File: config.mk
export PLATFORM = sky130hd
export DESIGN_NAME = spi_clkdiv_calc
export DESIGN_NICKNAME = d
export VERILOG_FILES = /design/src/rtl/clkdiv_pkg.sv /design/src/rtl/clkdiv_ceil_div.sv /design/src/rtl/clkdiv_presc_search.sv /design/src/rtl/spi_clkdiv_calc.sv
export SDC_FILE = /design/constraint.sdc
export NUM_CORES = 1
export LEC_CHECK = 0
export ABC_AREA = 1
export BUFFER_PORTS_ARGS = -buffer_cell sky130_fd_sc_hd__buf_2
export CORE_ASPECT_RATIO = 1.1
export CORE_MARGIN = 10
export CORE_UTILIZATION = 40
export CTS_BUF_LIST = sky130_fd_sc_hd__clkbuf_4 sky130_fd_sc_hd__clkbuf_8 sky130_fd_sc_hd__clkbuf_16
export CTS_CLUSTER_SIZE = 14
export DETAILED_ROUTE_END_ITERATION = 12
export PLACE_DENSITY = 0.62
export SLEW_MARGIN = 20
export SYNTH_ARGS = -nofsm -noshare
export SYNTH_HDL_FRONTEND = slang
export SYNTH_SLANG_ARGS = --single-unit
File: constraint.sdc
create_clock -name clk_i -period 3.75 [get_ports clk_i]
set_input_delay 0.375 -clock clk_i [delete_from_list [all_inputs] [get_ports clk_i]]
set_output_delay 0.375 -clock clk_i [all_outputs]
set_load 0.005 [all_outputs]
File: src/rtl/clkdiv_pkg.sv
package clkdiv_pkg;
  localparam int unsigned PRESC_MAX = 32;
  localparam int unsigned POW_MAX   = 5;
  localparam int unsigned RATIO_CAP = PRESC_MAX << POW_MAX;
  localparam int unsigned WORD_W    = 16;
  localparam int unsigned PRESC_LSB = 8;
  localparam int unsigned PRESC_W   = $clog2(PRESC_MAX);
  localparam int unsigned POW_W     = 3;
  localparam int unsigned CNT_W     = $clog2(RATIO_CAP) + 1;

  typedef enum logic [1:0] {ST_IDLE, ST_BUSY, ST_WR, ST_FIN} ctl_state_e;

  // power-of-two stage field code; power 0 sits at the top code
  function automatic logic [POW_W-1:0] pow_enc(input logic [POW_W-1:0] p);
    logic [POW_W-1:0] e;
    case (p)
      3'd0:    e = 3'b111;
      3'd1:    e = 3'b000;
      3'd2:    e = 3'b001;
      3'd3:    e = 3'b010;
      3'd4:    e = 3'b011;
      default: e = 3'b100;
    endcase
    return e;
  endfunction
endpackage

File: src/rtl/clkdiv_ceil_div.sv
module clkdiv_ceil_div #(
  parameter int unsigned W = 32
) (
  input  logic         clk_i,
  input  logic         rst_ni,
  input  logic         start_i,
  input  logic [W-1:0] num_i,
  input  logic [W-1:0] den_i,
  output logic         done_o,
  output logic [W-1:0] ratio_o
);
  localparam int unsigned CW = $clog2(W) + 1;

  logic [W:0]    rem_q, sh, rem_n;
  logic [W-1:0]  quo_q, den_q;
  logic [CW-1:0] cnt_q;
  logic          run_q, done_q, ge;

  always_comb begin
    sh    = {rem_q[W-1:0], quo_q[W-1]};
    ge    = sh >= {1'b0, den_q};
    rem_n = ge ? sh - {1'b0, den_q} : sh;
  end

  always_ff @(posedge clk_i or negedge rst_ni) begin
    if (!rst_ni) begin
      rem_q <= '0; quo_q <= '0; den_q <= '0;
      cnt_q <= '0; run_q <= 1'b0; done_q <= 1'b0;
    end else begin
      done_q <= 1'b0;
      if (start_i) begin
        rem_q <= '0;
        quo_q <= num_i;
        den_q <= den_i;
        cnt_q <= '0;
        run_q <= 1'b1;
      end else if (run_q) begin
        rem_q <= rem_n;
        quo_q <= {quo_q[W-2:0], ge};
        cnt_q <= cnt_q + 1'b1;
        if (cnt_q == CW'(W - 1)) begin
          run_q  <= 1'b0;
          done_q <= 1'b1;
        end
      end
    end
  end

  assign done_o  = done_q;
  // round up; no wrap since a full quotient implies zero remainder
  assign ratio_o = quo_q + W'(|rem_q);

  p_rem_below_den_r1: assert property (@(posedge clk_i) disable iff (!rst_ni)
    run_q |-> (rem_q < {1'b0, den_q}));
endmodule

File: src/rtl/clkdiv_presc_search.sv
module clkdiv_presc_search
  import clkdiv_pkg::*;
#(
  parameter int unsigned RATIO_W = 32
) (
  input  logic               clk_i,
  input  logic               rst_ni,
  input  logic               start_i,
  input  logic [RATIO_W-1:0] ratio_i,
  input  logic               min_pow_i,
  output logic               done_o,
  output logic [POW_W-1:0]   pow_o,
  output logic [PRESC_W-1:0] presc_m1_o,
  output logic               clamp_o
);
  logic [CNT_W-1:0] presc_q, r_small, presc_init;
  logic [POW_W-1:0] pow_q;
  logic             run_q, clamp_q, over, low_band, pow_start, step;

  always_comb begin
    over       = ratio_i > RATIO_W'(RATIO_CAP);
    low_band   = (ratio_i >= RATIO_W'(3)) && (ratio_i <= RATIO_W'(PRESC_MAX));
    pow_start  = min_pow_i | low_band;
    r_small    = ratio_i[CNT_W-1:0];
    presc_init = pow_start ? ((r_small + CNT_W'(1)) >> 1) : r_small;
    step       = run_q && (presc_q > CNT_W'(PRESC_MAX));
  end

  always_ff @(posedge clk_i or negedge rst_ni) begin
    if (!rst_ni) begin
      presc_q <= '0; pow_q <= '0; run_q <= 1'b0; clamp_q <= 1'b0;
    end else if (start_i) begin
      run_q <= 1'b1;
      if (over) begin
        pow_q   <= POW_W'(POW_MAX);
        presc_q <= CNT_W'(PRESC_MAX);
        clamp_q <= 1'b1;
      end else begin
        pow_q   <= {{(POW_W-1){1'b0}}, pow_start};
        presc_q <= presc_init;
        clamp_q <= 1'b0;
      end
    end else if (run_q) begin
      if (step) begin
        presc_q <= (presc_q + CNT_W'(1)) >> 1;
        pow_q   <= pow_q + 1'b1;
      end else begin
        run_q <= 1'b0;
      end
    end
  end

  assign done_o     = run_q && !step;
  assign pow_o      = pow_q;
  assign presc_m1_o = PRESC_W'(presc_q - CNT_W'(1));
  assign clamp_o    = clamp_q;

  p_halve_step_r4: assert property (@(posedge clk_i) disable iff (!rst_ni)
    (step && !start_i) |=> (pow_q == $past(pow_q) + 3'd1));
  p_pow_cap_r5: assert property (@(posedge clk_i) disable iff (!rst_ni)
    run_q |-> (pow_q <= POW_W'(POW_MAX)));
  p_presc_fit_r4: assert property (@(posedge clk_i) disable iff (!rst_ni)
    done_o |-> (presc_q >= CNT_W'(1) && presc_q <= CNT_W'(PRESC_MAX)));
endmodule

File: src/rtl/spi_clkdiv_calc.sv
module spi_clkdiv_calc
  import clkdiv_pkg::*;
#(
  parameter int unsigned RATE_W = 32
) (
  input  logic              clk_i,
  input  logic              rst_ni,
  input  logic              start_i,
  input  logic [RATE_W-1:0] parent_rate_i,
  input  logic [RATE_W-1:0] target_rate_i,
  input  logic              min_pow_i,
  input  logic              tx_only_i,
  output logic [15:0]       word_o,
  output logic              tx_wr_o,
  output logic              rx_wr_o,
  output logic              done_o,
  output logic              err_zero_o,
  output logic              err_low_o
);
  ctl_state_e          state_q;
  logic                accept, bad_rate, div_done, srch_done, clamp;
  logic                min_pow_q, tx_only_q, err_zero_q, err_low_q;
  logic [RATE_W-1:0]   ratio;
  logic [POW_W-1:0]    pow;
  logic [PRESC_W-1:0]  presc_m1;
  logic [WORD_W-1:0]   word_q, word_n;

  assign accept   = (state_q == ST_IDLE) && start_i;
  assign bad_rate = (parent_rate_i == '0) || (target_rate_i == '0);

  clkdiv_ceil_div #(.W(RATE_W)) u_div (
    .clk_i   (clk_i),
    .rst_ni  (rst_ni),
    .start_i (accept && !bad_rate),
    .num_i   (parent_rate_i),
    .den_i   (target_rate_i),
    .done_o  (div_done),
    .ratio_o (ratio)
  );

  clkdiv_presc_search #(.RATIO_W(RATE_W)) u_search (
    .clk_i      (clk_i),
    .rst_ni     (rst_ni),
    .start_i    (div_done),
    .ratio_i    (ratio),
    .min_pow_i  (min_pow_q),
    .done_o     (srch_done),
    .pow_o      (pow),
    .presc_m1_o (presc_m1),
    .clamp_o    (clamp)
  );

  always_comb begin
    word_n = '0;
    word_n[PRESC_LSB +: PRESC_W] = presc_m1;
    word_n[POW_W-1:0]            = pow_enc(pow);
  end

  always_ff @(posedge clk_i or negedge rst_ni) begin
    if (!rst_ni) begin
      state_q    <= ST_IDLE;
      min_pow_q  <= 1'b0;
      tx_only_q  <= 1'b0;
      err_zero_q <= 1'b0;
      err_low_q  <= 1'b0;
      word_q     <= '0;
    end else begin
      case (state_q)
        ST_IDLE: if (accept) begin
          min_pow_q  <= min_pow_i;
          tx_only_q  <= tx_only_i;
          err_zero_q <= bad_rate;
          err_low_q  <= 1'b0;
          state_q    <= bad_rate ? ST_FIN : ST_BUSY;
        end
        ST_BUSY: if (srch_done) begin
          word_q    <= word_n;
          err_low_q <= clamp;
          state_q   <= ST_WR;
        end
        ST_WR:   state_q <= ST_FIN;
        default: state_q <= ST_IDLE;
      endcase
    end
  end

  assign word_o     = word_q;
  assign tx_wr_o    = (state_q == ST_WR);
  assign rx_wr_o    = (state_q == ST_WR) && !tx_only_q;
  assign done_o     = (state_q == ST_FIN);
  assign err_zero_o = err_zero_q;
  assign err_low_o  = err_low_q;

  p_no_overflow_r3: assert property (@(posedge clk_i) disable iff (!rst_ni)
    tx_wr_o |-> (word_o[15:13] == 3'b0 && word_o[7:3] == 5'b0));
  p_div1_presc_r2: assert property (@(posedge clk_i) disable iff (!rst_ni)
    (tx_wr_o && word_o[2:0] == 3'b111) |-> (word_o[12:9] == 4'b0));
  p_rx_with_tx_r7: assert property (@(posedge clk_i) disable iff (!rst_ni)
    rx_wr_o |-> tx_wr_o);
  p_done_after_wr_r8: assert property (@(posedge clk_i) disable iff (!rst_ni)
    tx_wr_o |=> done_o);
  p_done_single_r8: assert property (@(posedge clk_i) disable iff (!rst_ni)
    done_o |=> !done_o);
  p_zero_no_wr_r6: assert property (@(posedge clk_i) disable iff (!rst_ni)
    err_zero_o |-> !tx_wr_o);
  p_word_held_r10: assert property (@(posedge clk_i) disable iff (!rst_ni)
    !$past(tx_wr_o) && !tx_wr_o |-> $stable(word_o));
endmodule

Word level (Yosys, flattened, before mapping)
Cells that the tools add are included.

Bits of input ports: 69. Output and inout bits: 21. Flip-flop bits (word level): 135. Logic and storage cells: 97.

Bitwise logic cells: 1. Add/subtract/negate cells: 7. Order comparisons: 5. Muxes and demuxes: 34. Equality and inequality tests: 10. Reductions and logical operators: 24.

Operators by type and width (count): $mux 33 (3); $logic_not 32->1 (2); $mux 32 (2); $mux 11 (5); $ge 33x32->1 (1); $reduce_or 33->1 (1); $sub 33x32->33 (1); $add 32x1->32 (1); $ge 32x2->1 const B (1); $gt 32x11->1 const B (1); $le 32x6->1 const B (1); $add 11x1->11 const B (2); $pmux 3 s5 (1); $mux 1 (12); $mux 3 (4); $mux 6 (2); $gt 11x6->1 const B (1); $reduce_and 2->1 (4); $reduce_bool 2->1 (4); $add 6x1->6 const B (1); $eq 3x2->1 const B (2); $eq 6x5->1 const B (1); $logic_and 1x1->1 (6); $mux 2 (3); other kinds (15) (19).

Logic depth before layout (Yosys ltp)
Gate-level depths: netlist of the first run.

Depth in word-level cells: 8. Depth in mapped cells: 25.

By module
From an unflattened synthesis of the first run, not the netlist that was laid out.

Cells, all modules: 1636. Area total of the unflattened synthesis: 10692.8 sq um.

Modules (own cells, without submodules): clkdiv_ceil_div (cells each 1224, instances 1, area an instance 8008.9 sq um); clkdiv_presc_search (cells each 248, instances 1, area an instance 1651.6 sq um); spi_clkdiv_calc (cells each 164, instances 1, area an instance 1032.2 sq um).

Worst setup path after synthesis of the first run
No wires, ideal clock.

Path type: register to register. From: register u_div.rem_q[18]. To: register u_search.presc_q[9]. Cell stages (with the launch flop): 18. Buffers on the path: 0. Data arrival time: 2845 ps. Slack: 785 ps. Path through: dfrtp_1 -> nor4_1 -> nand4_1 -> nor4_1 -> nand4_1 -> ha_1 -> ha_1 -> ha_1 -> inv_1 -> nor3_1 -> nand2_1 -> nor2_1 -> nand2_1 -> nor3_1 -> xor2_1 -> nand2_1 -> nand3_1 -> a21oi_2.

Cells in the longest elaborated chain, start to end: 8. Elaborated cells on any way between the ends: 11. Those cells by class: add/sub (2); order compare (3); mux (3); bitwise (1); reduce/logical (2).

Ends and longest elaborated chain: start: declaration (line clkdiv_ceil_div.sv:14) `logic [W:0] rem_q, sh, rem_n;`; start signal: assignment (line clkdiv_ceil_div.sv:38) `rem_q <= rem_n;`; $reduce_or 33->1 * (line clkdiv_ceil_div.sv:51) `assign ratio_o = quo_q + W'(|rem_q);`; $add 32x1->32 * (line clkdiv_ceil_div.sv:51); $ge 32x2->1 or $le 32x6->1 (tied branches) (line clkdiv_presc_search.sv:22) `low_band = (ratio_i >= RATIO_W'(3)) && (ratio_i <= RATIO_W'(PRESC_MAX));`; $logic_and 1x1->1 (line clkdiv_presc_search.sv:22); $or 1x1->1 (line clkdiv_presc_search.sv:23) `pow_start = min_pow_i | low_band;`; $mux 11 (line clkdiv_presc_search.sv:25) `presc_init = pow_start ? ((r_small + CNT_W'(1)) >> 1) : r_small;`; $mux 11 * (line clkdiv_presc_search.sv:34) `if (over) begin`; $mux 11 * (line clkdiv_presc_search.sv:32) `end else if (start_i) begin`; end signal: assignment (line clkdiv_presc_search.sv:36) `presc_q <= CNT_W'(PRESC_MAX);`; end signal: assignment (line clkdiv_presc_search.sv:40) `presc_q <= presc_init;`; end signal: assignment (line clkdiv_presc_search.sv:45) `presc_q <= (presc_q + CNT_W'(1)) >> 1;`; end: declaration (line clkdiv_presc_search.sv:16) `logic [CNT_W-1:0] presc_q, r_small, presc_init;`.

Every way passes the cells marked *; elsewhere a longest branch is shown, timed or not. A chain may end at the register's enable or synchronous reset.

Worst setup path after layout of the first run
From: register u_div.rem_q[12]. To: register u_search.presc_q[5].

Same word-level chain as after synthesis.

==> flow_metrics.tcl, run 1 <==
set metrics [dict create \
    status "finished, final reports clean" \
    drc 0 \
    worstSetupPathType "flop to flop" \
    cp_data_arrival_time_ns 3.79 \
    fill_cells 2607 \
    clk_latency_ns 0.43 \
    finalSetupViolations 0 \
    p_switching_mw 5.667 \
    slowest_stage "dfrtp_1" \
    dr_total_vias 9993 \
    hold_class "input pin to async pin" \
    maxCapViolations 0 \
    syn-cell-area_sq_um 10230 \
    cts-htree-levels 4 \
    final_cells 1944 \
    dieHeight_microns 187.7 \
    path_common_cell "nand2_1" \
    dp_cells 1911 \
    clockBufferDepth 2 \
    cts.sinks 135 \
    crit_buf_inv 4 \
    ioPinCount 90 \
    cts_tree "built" \
    cts_made_buffers 17 \
    tightest_slew_ns 0.8488 \
    drive_gt1_frac 0.1264 \
    post_drt_wl_per_cell_microns 15.55 \
    intPower_mw 5.624 \
    fin_tns_setup_ns 0 \
    grt_first_pass_wirelength_microns 49470 \
    drtIter0Drc 747 \
    stdcell_area_sq_um 11750 \
    die-area_sq_um 32370 \
    fp-row-count 61 \
    avgSynthCellArea_sq_um 6.836 \
    syn_inst 1496 \
    critPathLaunchType "flop" \
    rsz0062_at_grt "no" \
    reg2reg_slack_ns 0.29 \
    grt_use_total 0.1891 \
    seqPwrFrac 0.234 \
    start_util 0.4048 \
    fmax_mhz 288.7 \
    hold_viol 0 \
    ys_types 51 \
    post_dp_cell_area_sq_um 11080 \
    cts_hold_buf 0 \
    grt_pass1_vias 9978 \
    skew_ns 0.01343 \
    timing.final.crit_share 0.9238 \
    dp_hpwl_microns 23790 \
    max-vdd-ir-drop_uv 371.9 \
    via_per_inst 5.140 \
    p_leak_nw 5.825 \
    combPwrFrac 0.617 \
    io_buffers 81 \
    drt-total-wl_microns 30240 \
    fin_nets 1703 \
    die_w_microns 172.5 \
    worstSetupEndpointType "flop" \
    overflow 0 \
    cp_cell_sequence "nor4_2 > buf_4 > nand4_1 > nor4_4 > nand4_1 > ha_2 > buf_4 > inv_1 > nor2_2 > nand2_2 > nor2_4 > nand3_1 > nand2_1 > nor2_1 > nand2_1 > nor2_1 > nand2_1 > nor2_2 > nand2_2 > buf_4 > nand3_1 > nand3_1 > nand2_1 > nand2_1" \
    slew_viol_final 0 \
    synth-seq-area-share 0.3303 \
    synth_warnings 0 \
    cp_max_fo 6 \
    finalCriticalPeriod_ns 3.464 \
    power_mw 11.29 \
    required_ns 4.07 \
    diodes 0 \
    first_pass_iters 5 \
    p_clk_frac 0.150 \
    core_sq_um 25260 \
    synth-seq-cells 135 \
    antenna_found_initial 0 \
    async_reset_ff_frac 1.000 \
    slew_headroom 0.4342 \
    area_delta_synth_final_pct 14.93 \
    critPathMaxStageDelay_ns 0.40 \
    antenna_left 0 \
    powerDensity_nw_per_um2 960.6 \
    cts_root_buf "clkbuf_16" \
    synth_flop_cell "dfrtp_1" \
    grt_max_degree 88 \
    crit_family "simple AND/OR/NAND/NOR gates" \
    synth_edf_count 0 \
    swShare 0.5019 \
    clkTransAtPathRegs_ns 0.06 \
    gp_congestion 0.9526 \
]
==> worst reg2reg max path: cells and delay by family (launching register included) <==
family | cells | cell delay (ns)
AND/OR/NAND/NOR | 19 | 2.16
buffers and inverters | 4 | 0.56
flip-flops | 1 | 0.40
adder cells (fa/ha/maj) | 1 | 0.25
==> synth_stat cells, types with 3 or more instances <==
master,instances,share of area
xnor2_1,12,0.010
o221ai_1,31,0.027
a21oi_1,47,0.023
or2_2,5,0.0031
nor2_1,134,0.049
nor4_1,15,0.0092
o21ai_0,112,0.055
nor3_1,26,0.013
nor2_4,5,0.0055
a21o_1,3,0.0022
dfrtp_1,135,0.33
nand3_2,3,0.0029
o21bai_1,7,0.0051
a21boi_0,3,0.0022
xor2_1,28,0.024
buf_1,4,0.0015
clkbuf_1,21,0.0077
o21a_1,3,0.0022
a31oi_1,6,0.0037
o21ai_1,5,0.0024
a21oi_2,9,0.0077
ha_1,47,0.057
buf_4,12,0.0088
nand4_1,24,0.015
nand2_1,365,0.13
nand3b_1,11,0.0081
buf_2,3,0.0015
nand2_2,11,0.0067
buf_6,3,0.0033
inv_1,241,0.088
nand3_1,131,0.064
nor2_2,10,0.0061
==> kinds of logic after synthesis <==
family | after synthesis | synth area share
compound gates | 233 | 0.1360
xor+xnor | 40 | 0.03426
fa+ha+maj | 48 | 0.05946
buf+inv | 289 | 0.1140
flops | 135 | 0.3303
mux | 1 | 0.001101
other cells | 1 | 0.0003667
simple gates | 749 | 0.3244
==> placed cells by master, fill, tap and decap left out, types with 4 or more instances in the layout <==
cell,count
nand4_1,24
nand2_1,364
or2_2,5
o21bai_1,7
nand3b_1,11
a21oi_2,9
conb_1,8
nor2_4,6
clkbuf_16,17
dfrtp_1,135
o221ai_1,31
nand3_2,4
nor2_2,10
ha_1,45
o21ai_0,112
xor2_1,28
o21ai_1,5
a31oi_1,6
nand2_2,10
nor2_1,133
a21oi_1,47
nor4_1,11
clkinvlp_4,5
nor3_1,24
inv_1,241
xnor2_1,12
nand3_1,130
buf_4,24
buf_2,80
==> per-layer routing <==
metal | share of wire | global-route usage | up-vias
li1 | - | - | 5025
met1 | 0.41 | 0.2207 | 4645
met2 | 0.51 | 0.3305 | 250
met3 | 0.041 | 0.02668 | 73
met4 | 0.041 | 0.08961 | 0
met5 | 0 | 0 | -
==> path summary, 6_finish.rpt <==
kind	from	endpoint	depth (start not counted)
max	u_div.rem_q[12]$_DFFE_PN0P_	u_search.presc_q[5]$_DFFE_PN0P_	24
min	rst_ni	u_div.quo_q[28]$_DFFE_PN0P_	1
max reg2reg	u_div.rem_q[12]$_DFFE_PN0P_	u_search.presc_q[5]$_DFFE_PN0P_	24
min reg2reg	err_zero_o$_DFFE_PN0P_	err_zero_o$_DFFE_PN0P_	2
max in group asynchronous	rst_ni	u_div.den_q[23]$_DFFE_PN0P_	2
min in group clk_i	parent_rate_i[22]	u_div.quo_q[22]$_DFFE_PN0P_	3
==> registers in the layout (all words and copies together) (netlist names) <==
| name | flops |
|---|---|
| u_search.clamp_o | 1 |
| u_div.den_q | 32 |
| u_search.presc_q | 11 |
| tx_only_q | 1 |
| u_div.done_o | 1 |
| u_div.run_q | 1 |
| min_pow_q | 1 |
| err_zero_o | 1 |
| u_div.rem_q | 33 |
| word_o | 8 |
| u_search.pow_o | 3 |
| u_div.quo_q | 32 |
| u_search.run_q | 1 |
| err_low_o | 1 |
| u_div.cnt_q | 6 |
| state_q | 2 |
==> final cells by class <==
class / count / area [sq um] / share of cell area
inverters: 245 / 919.6 / 0.07824
clock inverters: 14 / 151.4 / 0.01288
multi-input cells: 1079 / 5803 / 0.4937
clock buffers: 17 / 425.4 / 0.03619
repair buffers: 108 / 643.1 / 0.05472
well taps: 346 / 432.9 / 0.03683
flip-flops and latches: 135 / 3378 / 0.2874
==> power groups by stage <==
stage | Combinational [mW] | Clock [mW] | Sequential (mW)
after floorplan | 5.24 | 0 | 2.47
after global placement | 6.78 | 0 | 2.62
after detailed placement | 6.85 | 0 | 2.62
after CTS | 6.88 | 1.72 | 2.61
after global routing | 7.94 | 1.78 | 2.73
final | 6.96 | 1.69 | 2.64
==> stage by stage <==
step	util	setup slack (ns)	hold WS (ns)
final	0.4653	0.2859	0.01600
after global routing	0.4653	0.002306	0.08652
after CTS	0.4612	0.001276	0.05232
after detailed placement	0.4384	0.05332	0.4699
after global placement	0.4384	0.2061	0.4645
after floorplan	-	0.7853	0.07941
==> what timing repair did <==
item                       in CTS  in global routing
setup endpoints to repair       0                 14
resized for setup               0                 17
setup buffers                   0                  2
Note: power is estimated with default switching activity, not from simulation.
==> run 2, diff against run 1 <==
CTS_BUF_LIST = unset   (was sky130_fd_sc_hd__clkbuf_4 sky130_fd_sc_hd__clkbuf_8 sky130_fd_sc_hd__clkbuf_16)
SETUP_SLACK_MARGIN = 0.4   (was unset)
==> run 2 against run 1 <==
Clock power is essentially flat. Non-clock buffer count grew 13. Worst hold slack lost 0.0016 ns. Sequential share of layout area shrank 0.77 points. First-iteration DRC count shrank 0.27%. Cell area grew 2.7%. Critical path depth shrank 1. Total power grew 1.9%. Register-to-register slack gained 0.15 ns. Sequential power is essentially flat. Clock-buffer cell count is the same. Global-route usage grew 0.22 points. Critical path type unchanged. Highest routed layer unchanged.
==> flow_metrics.tcl, run 2 (synthesis results as in run 1) <==
set metrics [dict create \
    crit_buf_inv 4 \
    max-vdd-ir-drop_uv 373.0 \
    critPathMaxStageDelay_ns 0.39 \
    final_cell_mix "nand2_1 (357), inv_1 (239), dfrtp_1 (135)" \
    cp_max_fo 6 \
    largest-register "u_div.rem_q" \
    dr_total_vias 10061 \
    timing.final.crit_share 0.8824 \
    antenna_left 0 \
    maxCapViolations 0 \
    fmax_mhz 302.2 \
    fp-row-count 61 \
    cts_hold_buf 0 \
    finalSetupViolations 0 \
    seqCellArea_sq_um 3378 \
    powerDensity_nw_per_um2 953.0 \
    reg2reg_slack_ns 0.44 \
    fin_tns_setup_ns 0 \
    grt_pass1_vias 10048 \
    drive_gt1_frac 0.1570 \
    antenna_found_initial 0 \
    fin_nets 1716 \
    hold_class "input pin to async pin" \
    skew_ns 0.01360 \
    seqPwrFrac 0.230 \
    clkTransAtPathRegs_ns 0.06 \
    grt_use_total 0.1913 \
    cts.sinks 135 \
    p_clk_frac 0.147 \
    cts_made_buffers 17 \
    required_ns 4.11 \
    intPower_mw 5.720 \
    rsz0062_at_grt "yes" \
    clk_latency_ns 0.43 \
    ioPinCount 90 \
    critPathLaunchType "flop" \
    combPwrFrac 0.623 \
    cp_cell_sequence "nor4_2 > buf_4 > nand4_1 > nor4_4 > nand4_1 > ha_2 > buf_6 > inv_4 > nor2_4 > nand2_4 > nor2_4 > nand2_1 > nand2_1 > nor2_1 > nand2_1 > nor2_2 > nand3_1 > nor2_2 > nand2_4 > buf_6 > nand3_2 > nand3_2 > a21oi_2" \
    crit_family "simple AND/OR/NAND/NOR gates" \
    drt-total-wl_microns 30700 \
    path_common_cell "nand2_1" \
    final_common_cell "nand2_1" \
    grt_first_pass_wirelength_microns 50080 \
    overflow 0 \
    largest_reg_flops 33 \
    worstSetupEndpointType "flop" \
    drtIter0Drc 745 \
    swShare 0.5030 \
    dieHeight_microns 187.7 \
    core_sq_um 25260 \
    worstSetupPathType "flop to flop" \
    post_drt_wl_per_cell_microns 15.69 \
    via_per_inst 5.141 \
    die_w_microns 172.5 \
    area_delta_synth_final_pct 18.08 \
    reg.largest.list "u_div.rem_q (33), u_div.den_q (32), u_div.quo_q (32)" \
    grt_max_degree 88 \
    slew_viol_final 0 \
    p_leak_nw 5.957 \
    die-area_sq_um 32370 \
    cts_root_buf "clkbuf_16" \
    clockBufferDepth 2 \
    drc 0 \
    multi_input_area_sq_um 6006 \
    io_buffers 81 \
    slew_headroom 0.4378 \
    finalCriticalPeriod_ns 3.309 \
    status "finished, final reports clean" \
    first_pass_iters 5 \
    slowest_stage "dfrtp_1" \
    cp_data_arrival_time_ns 3.67 \
    final_util 0.4780 \
    diodes 0 \
    fill_cells 2586 \
    tightest_slew_ns 0.8433 \
    dp_hpwl_microns 23790 \
    cts_tree "built" \
    cts-htree-levels 4 \
    p_switching_mw 5.790 \
    start_util 0.4048 \
    gp_congestion 0.9526 \
    hold_viol 0 \
]
## run 2: worst paths after layout
| path | start | endpoint | depth (start not counted) |
|---|---|---|---|
| max | u_div.rem_q[6]$_DFFE_PN0P_ | u_search.presc_q[4]$_DFFE_PN0P_ | 23 |
| min | rst_ni | u_div.quo_q[28]$_DFFE_PN0P_ | 1 |
| min reg2reg | u_div.den_q[5]$_DFFE_PN0P_ | u_div.den_q[5]$_DFFE_PN0P_ | 2 |
| min in group clk_i | parent_rate_i[22] | u_div.quo_q[22]$_DFFE_PN0P_ | 3 |
| max in group asynchronous | rst_ni | u_div.den_q[23]$_DFFE_PN0P_ | 2 |
| max reg2reg | u_div.rem_q[6]$_DFFE_PN0P_ | u_search.presc_q[4]$_DFFE_PN0P_ | 23 |
## run 2: power by group through the flow
stage / Sequential [mW] / Clock [mW] / Combinational (mW)
finish: 2.64 / 1.69 / 7.17
global route: 2.73 / 1.78 / 8.16
CTS: 2.63 / 1.72 / 7.07
detailed placement: 2.62 / 0 / 6.85
global placement: 2.62 / 0 / 6.78
floorplan: 2.47 / 0 / 5.24
## run 2: repair_timing
item | in CTS | in global routing
setup endpoints to repair | 14 | 14
resized for setup | 45 | 24
pin swaps | 40 | 36
buffers inserted | 8 | 7
## run 2: final cells by class
class	count	area share
Timing Repair Buffer	121	0.06299
Tap cell	346	0.03585
Clock buffer	17	0.03523
Inverter	245	0.07636
Sequential cell	135	0.2797
Clock inverter	14	0.01254
Multi-Input combinational cell	1079	0.4973
## run 2: layer usage
layer  GRT usage  vias to the layer above  wire length, microns
met1      0.2244                     4677                 12500
met3     0.02668                       75                  1340
met2      0.3339                      252                 15600
met5           0                        -                     0
met4     0.08895                        0                  1254
li1            -                     5057                     -
## run 2: metrics by stage
stage | hold WS (ns) | setup WS (ns) | area (sq um) | cells | power, mW
floorplan | 0.07941 | 0.7853 | 10250 | 1503 | 7.708
global placement | 0.4645 | 0.2061 | 11080 | 1911 | 9.405
detailed placement | 0.4699 | 0.05332 | 11080 | 1911 | 9.473
CTS | 0.05232 | 0.3409 | 11920 | 1950 | 11.42
global route | 0.08652 | 0.2377 | 12080 | 1957 | 12.67
finish | 0.01444 | 0.4408 | 12080 | 1957 | 11.51
